**config.mk**
```make
export PLATFORM = sky130hd
export DESIGN_NAME = freq_table_lookup
export DESIGN_NICKNAME = d
export VERILOG_FILES = /design/src/rtl/freq_tbl_pkg.sv /design/src/rtl/freq_tbl_store.sv /design/src/rtl/freq_tbl_match.sv /design/src/rtl/freq_table_lookup.sv
export SDC_FILE = /design/constraint.sdc
export NUM_CORES = 1
export LEC_CHECK = 0
export ABC_CLOCK_PERIOD_IN_PS = 4700
export BUFFER_PORTS_ARGS = -buffer_cell sky130_fd_sc_hd__buf_4
export CAP_MARGIN = 20
export CORE_AREA = 10 10 262 264
export CTS_BUF_LIST = sky130_fd_sc_hd__clkbuf_8 sky130_fd_sc_hd__clkbuf_16
export DETAILED_ROUTE_END_ITERATION = 12
export DIE_AREA = 0 0 272 274
export HOLD_SLACK_MARGIN = 0.03
export PLACE_DENSITY = 0.7
export RECOVER_POWER = 100
export SLEW_MARGIN = 0
export SYNTH_ARGS = -nofsm -noshare
export SYNTH_HDL_FRONTEND = slang
export SYNTH_SLANG_ARGS = --single-unit
```
**constraint.sdc**
```tcl
create_clock -name clk -period 4.7 [get_ports clk]
set_input_delay 0.705 -clock clk [delete_from_list [all_inputs] [get_ports clk]]
set_output_delay 0.705 -clock clk [all_outputs]
set_load 0.1 [all_outputs]
```
**src/rtl/freq_tbl_pkg.sv**
```systemverilog
package freq_tbl_pkg;
  parameter int RATE_W = 32;
  parameter int NR_W   = 6;
  parameter int NF_W   = 13;
  parameter int NO_W   = 4;
  parameter int BW_W   = 12;

  typedef struct packed {
    logic [RATE_W-1:0] rate;
    logic [NR_W-1:0]   in_div;
    logic [NF_W-1:0]   mult;
    logic [NO_W-1:0]   out_div;
    logic [BW_W-1:0]   bw;
  } tbl_entry_t;

  typedef enum logic {
    ST_IDLE = 1'b0,
    ST_SCAN = 1'b1
  } scan_state_t;
endpackage

```
**src/rtl/freq_tbl_store.sv**
```systemverilog
module freq_tbl_store
  import freq_tbl_pkg::*;
#(
  parameter int DEPTH = 8,
  parameter int AW    = $clog2(DEPTH)
) (
  input  logic       clk,
  input  logic       rst_n,
  input  logic       wr_en,
  input  logic [AW-1:0] wr_addr,
  input  tbl_entry_t wr_data,
  input  logic [AW-1:0] rd_addr,
  output tbl_entry_t rd_data
);
  tbl_entry_t slot_view [DEPTH];

  for (genvar gi = 0; gi < DEPTH; gi++) begin : g_slot
    tbl_entry_t row_q;
    logic       row_we;

    assign row_we = wr_en && (wr_addr == AW'(gi));

    always_ff @(posedge clk or negedge rst_n) begin
      if (!rst_n) begin
        row_q <= '0;
      end else if (row_we) begin
        row_q <= wr_data;
      end
    end

    assign slot_view[gi] = row_q;
  end

  assign rd_data = slot_view[rd_addr];
endmodule

```
**src/rtl/freq_tbl_match.sv**
```systemverilog
module freq_tbl_match
  import freq_tbl_pkg::*;
(
  input  logic [RATE_W-1:0] row_rate,
  input  logic [RATE_W-1:0] want_rate,
  input  logic              exact_mode,
  output logic              is_end,
  output logic              is_match
);
  always_comb begin
    is_end   = (row_rate == '0);
    is_match = exact_mode ? (row_rate == want_rate) : (row_rate <= want_rate);
  end
endmodule

```
**src/rtl/freq_table_lookup.sv**
```systemverilog
module freq_table_lookup
  import freq_tbl_pkg::*;
#(
  parameter int DEPTH = 8,
  localparam int AW   = $clog2(DEPTH)
) (
  input  logic                  clk,
  input  logic                  rst_n,
  input  logic                  wr_en,
  input  logic [AW-1:0]         wr_addr,
  input  logic [RATE_W-1:0]     wr_rate,
  input  logic [NR_W-1:0]       wr_in_div,
  input  logic [NF_W-1:0]       wr_mult,
  input  logic [NO_W-1:0]       wr_out_div,
  input  logic [BW_W-1:0]       wr_bw,
  input  logic                  q_valid,
  output logic                  q_ready,
  input  logic                  q_exact,
  input  logic [RATE_W-1:0]     q_rate,
  output logic                  r_done,
  output logic                  r_hit,
  output logic [RATE_W-1:0]     r_rate,
  output logic [NR_W-1:0]       r_in_div,
  output logic [NF_W-1:0]       r_mult,
  output logic [NO_W-1:0]       r_out_div,
  output logic [BW_W-1:0]       r_bw
);
  localparam logic [AW-1:0] LAST_IDX = AW'(DEPTH - 1);

  scan_state_t       state_q, state_d;
  logic [AW-1:0]     idx_q, idx_d;
  logic [RATE_W-1:0] req_q, req_d;
  logic              exact_q, exact_d;
  tbl_entry_t        prev_q, prev_d;
  logic              done_q, done_d;
  logic              hit_q, hit_d;
  tbl_entry_t        res_q, res_d;

  tbl_entry_t wr_row, cur_row, fin_row;
  logic       accept, scanning, finish, fin_hit;
  logic       row_end, row_match;

  assign wr_row = '{rate: wr_rate, in_div: wr_in_div, mult: wr_mult,
                    out_div: wr_out_div, bw: wr_bw};

  freq_tbl_store #(.DEPTH(DEPTH), .AW(AW)) u_store (
    .clk     (clk),
    .rst_n   (rst_n),
    .wr_en   (wr_en),
    .wr_addr (wr_addr),
    .wr_data (wr_row),
    .rd_addr (idx_q),
    .rd_data (cur_row)
  );

  freq_tbl_match u_match (
    .row_rate   (cur_row.rate),
    .want_rate  (req_q),
    .exact_mode (exact_q),
    .is_end     (row_end),
    .is_match   (row_match)
  );

  assign scanning = (state_q == ST_SCAN);
  assign accept   = q_valid && (state_q == ST_IDLE);

  // Decide whether the row under examination settles the answer
  always_comb begin
    finish  = 1'b0;
    fin_hit = 1'b0;
    fin_row = cur_row;
    if (scanning) begin
      if (row_end) begin
        finish  = 1'b1;
        fin_hit = !exact_q && (idx_q != '0);
        fin_row = prev_q;
      end else if (row_match) begin
        finish  = 1'b1;
        fin_hit = 1'b1;
      end else if (idx_q == LAST_IDX) begin
        finish  = 1'b1;
        fin_hit = !exact_q;
      end
    end
  end

  // Next-state logic
  always_comb begin
    state_d = state_q;
    idx_d   = idx_q;
    req_d   = req_q;
    exact_d = exact_q;
    prev_d  = prev_q;
    done_d  = finish;
    hit_d   = hit_q;
    res_d   = res_q;
    if (accept) begin
      state_d = ST_SCAN;
      idx_d   = '0;
      req_d   = q_rate;
      exact_d = q_exact;
    end else if (scanning) begin
      prev_d = cur_row;
      if (finish) begin
        state_d = ST_IDLE;
        hit_d   = fin_hit;
        res_d   = fin_hit ? fin_row : '0;
      end else begin
        idx_d = idx_q + AW'(1);
      end
    end
  end

  // Registers
  always_ff @(posedge clk or negedge rst_n) begin
    if (!rst_n) begin
      state_q <= ST_IDLE;
      idx_q   <= '0;
      req_q   <= '0;
      exact_q <= 1'b0;
      prev_q  <= '0;
      done_q  <= 1'b0;
      hit_q   <= 1'b0;
      res_q   <= '0;
    end else begin
      state_q <= state_d;
      idx_q   <= idx_d;
      req_q   <= req_d;
      exact_q <= exact_d;
      prev_q  <= prev_d;
      done_q  <= done_d;
      hit_q   <= hit_d;
      res_q   <= res_d;
    end
  end

  assign q_ready   = (state_q == ST_IDLE);
  assign r_done    = done_q;
  assign r_hit     = hit_q;
  assign r_rate    = res_q.rate;
  assign r_in_div  = res_q.in_div;
  assign r_mult    = res_q.mult;
  assign r_out_div = res_q.out_div;
  assign r_bw      = res_q.bw;

  // Independent scan-length counter used by the watchdog property
  logic [AW:0] scan_len_q;
  always_ff @(posedge clk or negedge rst_n) begin
    if (!rst_n) begin
      scan_len_q <= '0;
    end else if (accept) begin
      scan_len_q <= '0;
    end else if (scanning) begin
      scan_len_q <= scan_len_q + (AW+1)'(1);
    end
  end


  done_pulse_chk: assert property (@(posedge clk) disable iff (!rst_n)
    r_done |=> !r_done);


  accept_blocks_chk: assert property (@(posedge clk) disable iff (!rst_n)
    (q_valid && q_ready) |=> !q_ready);


  scan_bound_chk: assert property (@(posedge clk) disable iff (!rst_n)
    scanning |-> (scan_len_q < (AW+1)'(DEPTH)));


  exact_rate_chk: assert property (@(posedge clk) disable iff (!rst_n)
    (r_done && r_hit && exact_q) |-> (r_rate == req_q));


  miss_zero_chk: assert property (@(posedge clk) disable iff (!rst_n)
    (r_done && !r_hit) |-> (r_rate == '0 && r_in_div == '0 && r_mult == '0
                            && r_out_div == '0 && r_bw == '0));
endmodule

```
==> results of run 1 <==
==> worst max-delay path, cell delays in order (launching register included) <==
cell and delay, ns:
dfrtp_4 0.42, buf_12 0.26, buf_4 0.30, mux4_2 0.54, mux2_2 0.33, ha_1 0.33
nand4_1 0.21, or4_1 0.58, nor2_1 0.15, o22ai_1 0.11, nor3_1 0.34, o21ai_4 0.10
buf_6 0.32, o21ai_0 0.23
==> routing by layer <==
| layer | part of all wire [%] | up-vias | wire length [um] |
|---|---|---|---|
| li1 | - | 8562 | - |
| met1 | 44 | 10515 | 34700 |
| met2 | 49 | 542 | 38200 |
| met3 | 5.2 | 130 | 4090 |
| met4 | 2.1 | 4 | 1620 |
| met5 | 0.031 | - | 24 |
==> layout make-up <==
| type | count | area (um^2) | share of cell area [%] |
|---|---|---|---|
| Multi-Input combinational cell | 1388 | 13000 | 36.2 |
| Clock buffer | 87 | 2060 | 5.74 |
| Antenna cell | 4 | 10.0 | 0.0278 |
| Tap cell | 855 | 1070 | 2.97 |
| Timing Repair Buffer | 226 | 1440 | 4.01 |
| Sequential cell | 709 | 17800 | 49.3 |
| Clock inverter | 47 | 483 | 1.34 |
| Inverter | 40 | 150 | 0.417 |
==> state kept, by name (all words and copies together), names as in the netlist <==
name                  flops
scanning                  1
r_out_div                 4
r_done                    1
req_q                    32
r_bw                     12
exact_q                   1
r_hit                     1
idx_q                     3
r_in_div                  6
u_store.g_slot.row_q    536
r_mult                   13
r_rate                   32
prev_q                   67
==> cell usage after synthesis, drive strengths merged, types with 4 or more instances <==
cell type	n
a21oi	113
a31oi	12
buf	54
clkbuf	91
dfrtp	709
ha	35
inv	39
mux2	560
mux2i	38
mux4	132
nand2	152
nand3	6
nand4	11
nor2	155
nor3	15
nor4	4
o21ai	107
o22ai	4
or3	8
or4	10
==> per-stage QoR <==
| stage | hold WS [ns] | cell area, um^2 | total power (uW) | worst slack (ns) |
|---|---|---|---|---|
| 2_1_floorplan | 0.409 | 31500 | 16000 | 0.0169 |
| 3_3_place_gp | 0.468 | 33900 | 18400 | 0.401 |
| 3_5_place_dp | 0.472 | 34000 | 18800 | 0.382 |
| 4_1_cts | 0.226 | 36500 | 25000 | 0.370 |
| 5_1_grt | 0.312 | 36000 | 25900 | 0.0162 |
| 6_report | 0.303 | 36000 | 24600 | 0.306 |
==> worst paths after layout <==
| check | startpoint | endpoint | depth (start not counted) |
|---|---|---|---|
| worst max-delay path | idx_q[0] | r_bw[8] | 13 |
| worst min-delay path | q_rate[2] | req_q[2] | 3 |
| worst max register to register | idx_q[0] | r_bw[8] | 13 |
| worst min register to register | r_bw[7] | r_bw[7] | 2 |
| max in group asynchronous | rst_n | idx_q[1] | 2 |
| min in group asynchronous | rst_n | u_store.g_slot[6].row_q[57] | 1 |
==> power by group <==
part | leakage [uW] | internal, uW | switching [uW]
combinational | 0.00576 | 3510 | 6010
sequential | 0.00852 | 7900 | 1050
clock | 0.00132 | 3680 | 2400
total | 0.0156 | 15100 | 9460
==> cell families (layout without fill, tap and decap cells) <==
group / after synthesis / count (layout) / synth area share (%)
adder cells (fa/ha/maj): 35 / 35 / 1.39
multiplexers: 730 / 730 / 30.7
AND/OR/NAND/NOR: 372 / 372 / 4.94
buffers and inverters: 185 / 400 / 2.40
flip-flops: 709 / 709 / 56.3
other: 0 / 4 / 0
AO/OA/AOI/OAI: 251 / 251 / 4.25
==> results_dict.tcl, run 1 <==
set metrics [dict create \
    violations "capacitance limit, slew limit" \
    firstDrtPassIters 5 \
    fin_skew_ns 0.0185 \
    avgSynthCellArea_um2 13.8 \
    numClockSinks 709 \
    drtIter0Drc 1490 \
    antenna_found_initial 8 \
    numCtsBuffers 74 \
    run_status "complete, but fails checks" \
    h-tree-depth 3 \
    insertion_delay_ns 0.61 \
    post_cts_buffers 0 \
    worstMarginPinSlew_ns 2.96 \
    grt_usage_pct 21.3 \
    final_util_pct 56.5 \
    cts_hold_buf 0 \
    grt.met1_usage_pct 28.6 \
    final_common_cell "dfrtp_1" \
    yosysTopAreaCellShare_pct 56.3 \
    critPathKind "register to register" \
    ant_nets 0 \
    die_area_mm2 0.0745 \
    required_ns 5.22 \
    gp_congestion 0.844 \
    ys_ff_latch 709 \
    vias_per_cell 5.89 \
    endpoint_kind "register" \
    cts_root_buffer "clkbuf_16" \
    setup_viol 0 \
    overflow 0 \
    cts_tree "built" \
    syn-cell-area_mm2 0.0315 \
    die_width_um 272 \
    syn2layout_area_growth_pct 14.3 \
    syn-instance-count 2282 \
    fmax_mhz 228 \
    finalNetCount 2581 \
    num_vias 19753 \
    most-common-layout-cells "706 x dfrtp_1, 557 x mux2_2, 155 x nor2_1" \
    initial_core_util_pct 49.5 \
    r2r_setup_slack_ns 0.31 \
    drive_above_1_share_pct 38.4 \
    row_count 93 \
    fill_cells 5088 \
    port_buffers 176 \
    ys_async_sr_fraction_pct 100 \
    hold_viol 0 \
    cts.clk_slew.worst_paths_ns 0.06 \
    ir_drop_v 0.000463 \
    dpl.hpwl_mm 49.0 \
    cts_resized 0 \
    grt_max_degree 105 \
    grt_pass1_wl_mm 125 \
    grt_util_met3_pct 3.64 \
    cts_buffer_depth 3 \
    hold_path.class "input pin to register" \
    arrival_ns 4.91 \
    instances_no_fill 3356 \
    use_met2_pct 35.2 \
    synth_edf_count 0 \
    drcViolationCount 0 \
    grt_pass1_vias 21161 \
    synth.distinct_cells 44 \
    maxCapViolCount 15 \
    crit_path_max_fanout 41 \
    core_mm2 0.0636 \
    rsz0062_at_grt "no" \
    io_pins 177 \
    wire_per_inst_um 23.4 \
    synthTopCellsByArea "dfrtp_1 56%, mux2_2 20%, mux4_2 9.4%" \
    dieHeight_um 274 \
    synth_seq_area_share_pct 56.3 \
    finalMaxSlewViolations 757 \
    drt_wl_total_mm 78.6 \
    dpl.cell_count 3217 \
    syn_nets 2424 \
    fin_crit_ns 4.39 \
    finalCritPeriodShare_pct 93.5 \
    yosys.area.top_type "dfrtp_1" \
    p_per_area_mw_per_mm2 682 \
    leakagePower_uw 0.0156 \
    ys_warn_count 0 \
    fin_setup_tns_ns 0 \
    slew_headroom_pct -97.5 \
    grt_busiest_layer "met2" \
    synth_ff_type "dfrtp_1" \
    worstSetupStartpointType "register" \
]
No activity file was read; power rests on OpenSTA's default activity.
==> run 2: changes to the inputs <==
ABC_AREA = 1   (was default)
CORE_AREA = 10 10 267 269   (was 10 10 262 264)
DIE_AREA = 0 0 277 279   (was 0 0 272 274)
PLACE_DENSITY = 0.69   (was 0.7)
==> results_dict.tcl, run 2 <==
set metrics [dict create \
    maxUsedRoutingLayer "met5" \
    drcViolationCount 0 \
    avgSynthCellArea_um2 7.93 \
    numCtsBuffers 75 \
    maxCapViolCount 13 \
    final_common_cell "nand2_1" \
    overflow 0 \
    hold_path.class "input pin to register" \
    row_count 94 \
    finalMaxSlewViolations 1299 \
    top_register "u_store.g_slot.row_q" \
    grt_usage_pct 22.8 \
    io_pins 177 \
    hold_viol 0 \
    grt_max_degree 186 \
    run_status "complete, but fails checks" \
    worstSetupStartpointType "register" \
    num_vias 27000 \
    finalCritPeriodShare_pct 87.7 \
    fin_skew_ns 0.0252 \
    finalPower_uw 24100 \
    crit_path_max_fanout 73 \
    fill_cells 6161 \
    final-seq-area_mm2 0.0178 \
    required_ns 5.23 \
    endpoint_kind "register" \
    multiInputGateArea_mm2 0.0122 \
    synth_seq_area_share_pct 54.3 \
    insertion_delay_ns 0.63 \
    gp_congestion 0.815 \
    drive_above_1_share_pct 6.35 \
    synth.distinct_cells 29 \
    fmax_mhz 243 \
    core_mm2 0.0656 \
    ys_ff_latch 709 \
    arrival_ns 4.65 \
    finalNetCount 4288 \
    numClockSinks 709 \
    drt_wl_total_mm 88.8 \
    cts_buffer_depth 3 \
    violations "capacitance limit, slew limit" \
    ir_drop_v 0.000438 \
    cts_tree "built" \
    syn-cell-area_mm2 0.0327 \
    fin_crit_ns 4.12 \
    post_cts_buffers 0 \
    slew_headroom_pct -121 \
    routed-wl-met2_mm 39.9 \
    synth.top_cells.by_count "1323 x nand2_1, 718 x o21ai_0, 709 x dfrtp_1" \
    drtIter0Drc 2614 \
    syn2layout_area_growth_pct 11.5 \
    ys_async_sr_fraction_pct 100 \
    die_width_um 277 \
    yosys.area.top_type "dfrtp_1" \
    largest_reg_flops 536 \
    route.met3.wl_mm 5.92 \
    setup_viol 0 \
    wire_per_inst_um 17.5 \
    grt_pass1_wl_mm 143 \
    dieHeight_um 279 \
    cts_hold_buf 0 \
    syn_nets 4261 \
    port_buffers 176 \
    dpl.hpwl_mm 52.0 \
    cts_resized 0 \
    cts.clk_slew.worst_paths_ns 0.06 \
    leakagePower_uw 0.0185 \
    yosysMostFrequentCell "nand2_1" \
    antenna_found_initial 3 \
    met1_length_mm 41.0 \
    r2r_setup_slack_ns 0.58 \
    reg_top3 "u_store.g_slot.row_q (536), prev_q (67)" \
    h-tree-depth 3 \
    initial_core_util_pct 49.8 \
    die_area_mm2 0.0773 \
    vias_per_cell 5.33 \
    fin_setup_tns_ns 0 \
    yosysTopAreaCellShare_pct 54.3 \
    synthTopCellsByArea "dfrtp_1 54%, nand2_1 15%, o21ai_0 11%" \
    ys_warn_count 0 \
    cts_root_buffer "clkbuf_16" \
    worstMarginPinSlew_ns 3.32 \
    grt_pass1_vias 25640 \
    synth_edf_count 0 \
    critPathKind "register to register" \
    most-common-layout-cells "1318 x nand2_1, 746 x o21ai_0, 706 x dfrtp_1" \
    rr_worst_depth 10 \
    syn-instance-count 4119 \
    rsz0062_at_grt "no" \
    p_per_area_mw_per_mm2 662 \
    ant_nets 0 \
    firstDrtPassIters 6 \
    synth_ff_type "dfrtp_1" \
    whs_path_depth 3 \
]
==> run 2: cell type report <==
class / count / share of cell area, %
sequential: 709 / 48.8
clock buffer: 95 / 5.91
inverter: 407 / 4.21
clock inverter: 38 / 0.526
timing repair buffer: 219 / 4.05
tap: 864 / 2.97
antenna: 4 / 0.0275
multi-input combinational: 2734 / 33.5
==> run 2: per-layer routing <==
metal	vias to the layer above	track usage, %
li1	13152	-
met1	12929	32.2
met5	-	0
met4	4	6.54
met3	126	3.76
met2	789	35.6
==> run 2: path summary, 6_finish.rpt <==
path,startpoint,end
max reg2reg,idx_q[1],r_bw[4]
min,wr_mult[9],u_store.g_slot[7].row_q[25]
min reg2reg,r_hit,r_hit
min in group asynchronous,rst_n,prev_q[53]
max in group asynchronous,rst_n,u_store.g_slot[2].row_q[21]
max,idx_q[1],r_bw[4]
==> run 2: power by group <==
| group | leakage (uW) | internal, uW | switching (uW) |
|---|---|---|---|
| Clock | 0.00125 | 3220 | 2440 |
| Sequential | 0.00885 | 7690 | 781 |
| Combinational | 0.00836 | 2550 | 7410 |
| Total | 0.0185 | 13500 | 10600 |
==> run 2: cell families after synthesis <==
logic type / count (synthesis) / share of synthesized area (%)
muxes: 1 / 0.0345
DFF: 709 / 54.3
AOI/OAI and AO/OA: 911 / 14.5
and+or+nand+nor: 1787 / 21.4
adders and majority gates: 35 / 1.34
buffers and inverters: 676 / 8.35
==> run 2: critical path, cell delays in order, from the launching register on <==
cell      delay [ns]
dfrtp_4         0.57
buf_4           0.50
clkbuf_2        1.29
o21ai_0         0.26
o22ai_1         0.25
nor2_1          0.05
a31oi_1         0.71
nand2_1         0.12
nand2_1         0.09
inv_1           0.03
o21ai_0         0.15
==> run 2: stage by stage <==
step	hold slack [ns]	util [%]	setup slack, ns	instances	area, um^2
2_1_floorplan	0.409	-	1.80	4119	32700
3_5_place_dp	0.463	52.6	0.829	4933	34500
6_report	0.283	55.5	0.580	5070	36400
3_3_place_gp	0.460	52.6	0.853	4933	34500
5_1_grt	0.295	55.5	0.341	5066	36400
4_1_cts	0.203	56.2	0.814	5066	36900
==> run 3: changes to the inputs <==
CELL_PAD_IN_SITES_DETAIL_PLACEMENT = 1   (was default)
CELL_PAD_IN_SITES_GLOBAL_PLACEMENT = 1   (was default)
CORE_AREA = 10 10 290 292   (was 10 10 267 269)
DIE_AREA = 0 0 300 302   (was 0 0 277 279)
PLACE_DENSITY = default   (was 0.69)
PLACE_DENSITY_LB_ADDON = 0.1   (was default)
==> results_dict.tcl, run 3 (synthesized netlist as in run 2, its figures left out) <==
set metrics [dict create \
    largest_reg_flops 536 \
    drt_wl_total_mm 108 \
    firstDrtPassIters 6 \
    h-tree-depth 3 \
    hold_viol 0 \
    insertion_delay_ns 0.64 \
    cp_num_buf_inv 2 \
    dpl.hpwl_mm 66.1 \
    violations "capacitance limit, slew limit" \
    endpoint_kind "register" \
    worstMarginPinSlew_ns 3.41 \
    ant_nets 0 \
    port_buffers 176 \
    worstSetupStartpointType "input pin" \
    leakagePower_uw 0.0187 \
    routed-wl-met2_mm 53.6 \
    finalMaxSlewViolations 979 \
    finalNetCount 4308 \
    drtIter0Drc 1626 \
    numCtsBuffers 81 \
    met1_length_mm 47.4 \
    most-common-layout-cells "1324 x nand2_1, 748 x o21ai_0, 706 x dfrtp_1" \
    slew_headroom_pct -128 \
    fin_skew_ns 0.0189 \
    gp_congestion 0.766 \
    critPathKind "input pin to register" \
    rr_endpoint "r_bw[8]" \
    crit_slowest_cell "nand2_1" \
    setup_viol 0 \
    placed_area_mm2 0.0348 \
    r2r_setup_slack_ns 0.68 \
    core_mm2 0.0784 \
    top_register "u_store.g_slot.row_q" \
    critPathMaxStageDelay_ns 2.12 \
    p_per_area_mw_per_mm2 685 \
    required_ns 5.14 \
    rr_worst_depth 21 \
    arrival_ns 4.52 \
    dieHeight_um 302 \
    maxUsedRoutingLayer "met4" \
    grt_pass1_wl_mm 171 \
    crit_end "u_store.g_slot[6].row_q[34]" \
    num_vias 27574 \
    grt_usage_pct 23.8 \
    cts_root_buffer "clkbuf_16" \
    route.met3.wl_mm 3.33 \
    grt_pass1_vias 29251 \
    cts_resized 0 \
    cp_num_cells 5 \
    crit_chain "clkbuf_1 > nor2_1 > nand2_1 > clkbuf_1 > o21ai_0" \
    crit_family "simple AND/OR/NAND/NOR gates" \
    maxCapViolCount 20 \
    post_cts_buffers 0 \
    design_area_mm2 0.0371 \
    syn2layout_area_growth_pct 13.8 \
    final_common_cell "nand2_1" \
    row_count 103 \
    cts.clk_slew.worst_paths_ns 0.06 \
    die_width_um 300 \
    overflow 0 \
    initial_core_util_pct 41.7 \
    die_area_mm2 0.0906 \
    fin_setup_tns_ns 0 \
    drcViolationCount 0 \
    numClockSinks 709 \
    grt_max_degree 110 \
    finalCritPeriodShare_pct 86.7 \
    drive_above_1_share_pct 6.97 \
    ir_drop_v 0.000307 \
    crit_start "wr_addr[0]" \
    antenna_found_initial 0 \
    crit_path_max_fanout 73 \
    vias_per_cell 5.22 \
    hold_path.class "input pin to register" \
    io_pins 177 \
    cpMostUsedCell "clkbuf_1" \
    cts_buffer_depth 3 \
    fmax_mhz 245 \
    run_status "complete, but fails checks" \
    r2r-start "idx_q[0]" \
    wire_per_inst_um 20.5 \
    rsz0062_at_grt "no" \
    cts_tree "built" \
    reg_top3 "u_store.g_slot.row_q (536), prev_q (67)" \
    antennaDiodeCount 0 \
    fin_crit_ns 4.08 \
    cts_hold_buf 0 \
]
[run 3: cell types whose count changed in the layout (fill, tap and decap cells not counted), sizes merged]
cell      before  now
buf          130  132
clkbuf       184  202
bufinv         0    8
inv          435  426
clkinv         9   17
clkinvlp       1    2
diode          4    0
[run 3: power by group]
| group | internal (uW) | leakage (uW) | switching [uW] | total (uW) |
|---|---|---|---|---|
| clock network | 3920 | 0.00144 | 2650 | 6570 |
| logic | 2590 | 0.00842 | 7790 | 10400 |
| registers | 7680 | 0.00885 | 820 | 8500 |
[run 3: worst reg2reg max path: stages (launching register included)]
cell	delay [ns]
dfrtp_4	0.47
buf_4	0.54
nand2_1	0.13
nand3_1	0.10
nand2_1	0.06
o21ai_1	0.46
inv_1	0.12
ha_1	0.29
nand2_1	0.06
nor2_1	0.14
nand2_1	0.09
nor4_1	0.17
clkbuf_1	0.16
nand2_1	0.06
nand2_1	0.05
nand2_1	0.08
nor2_1	0.17
nand2_2	0.06
nand2_1	0.12
buf_12	0.35
nand2_1	0.14
o21ai_0	0.10
[run 3: worst min-delay path by stage]
stage,start,to,slack [ns],depth (start not counted)
finish,wr_bw[7],u_store.g_slot[7].row_q[7],0.28,3
global route,wr_bw[4],u_store.g_slot[7].row_q[4],0.28,3
CTS,rst_n,u_store.g_slot[1].row_q[50],0.19,1
detailed placement,r_hit,r_hit,0.46,2
global placement,u_store.g_slot[5].row_q[0],u_store.g_slot[5].row_q[0],0.46,2
floorplan,rst_n,exact_q,0.41,0
[run 3: cell type report]
| cell class | instances | area [um^2] |
|---|---|---|
| clock buffer | 101 | 2310 |
| inverter | 407 | 1540 |
| timing repair buffer | 233 | 1570 |
| tap | 1050 | 1310 |
| sequential | 709 | 17800 |
| fill | 9548 | 41200 |
| multi-input combinational | 2734 | 12200 |
| clock inverter | 46 | 457 |
[run 3: routing by layer]
metal / track usage (%) / up-vias
met1: 29.9 / 13815
met2: 42.0 / 430
met4: 8.34 / 0
met5: 0 / -
li1: - / 13187
met3: 2.78 / 142
[run 3: through the flow]
step	instances	hold slack, ns	utilization, %	power [uW]	setup slack (ns)
after CTS	5280	0.188	48.0	26000	0.709
after detailed placement	5133	0.463	44.5	19300	0.717
final	5280	0.283	47.4	25500	0.625
after global placement	5133	0.460	44.5	19100	0.867
after floorplan	4119	0.409	-	15700	1.80
after global routing	5280	0.284	47.4	27300	0.191
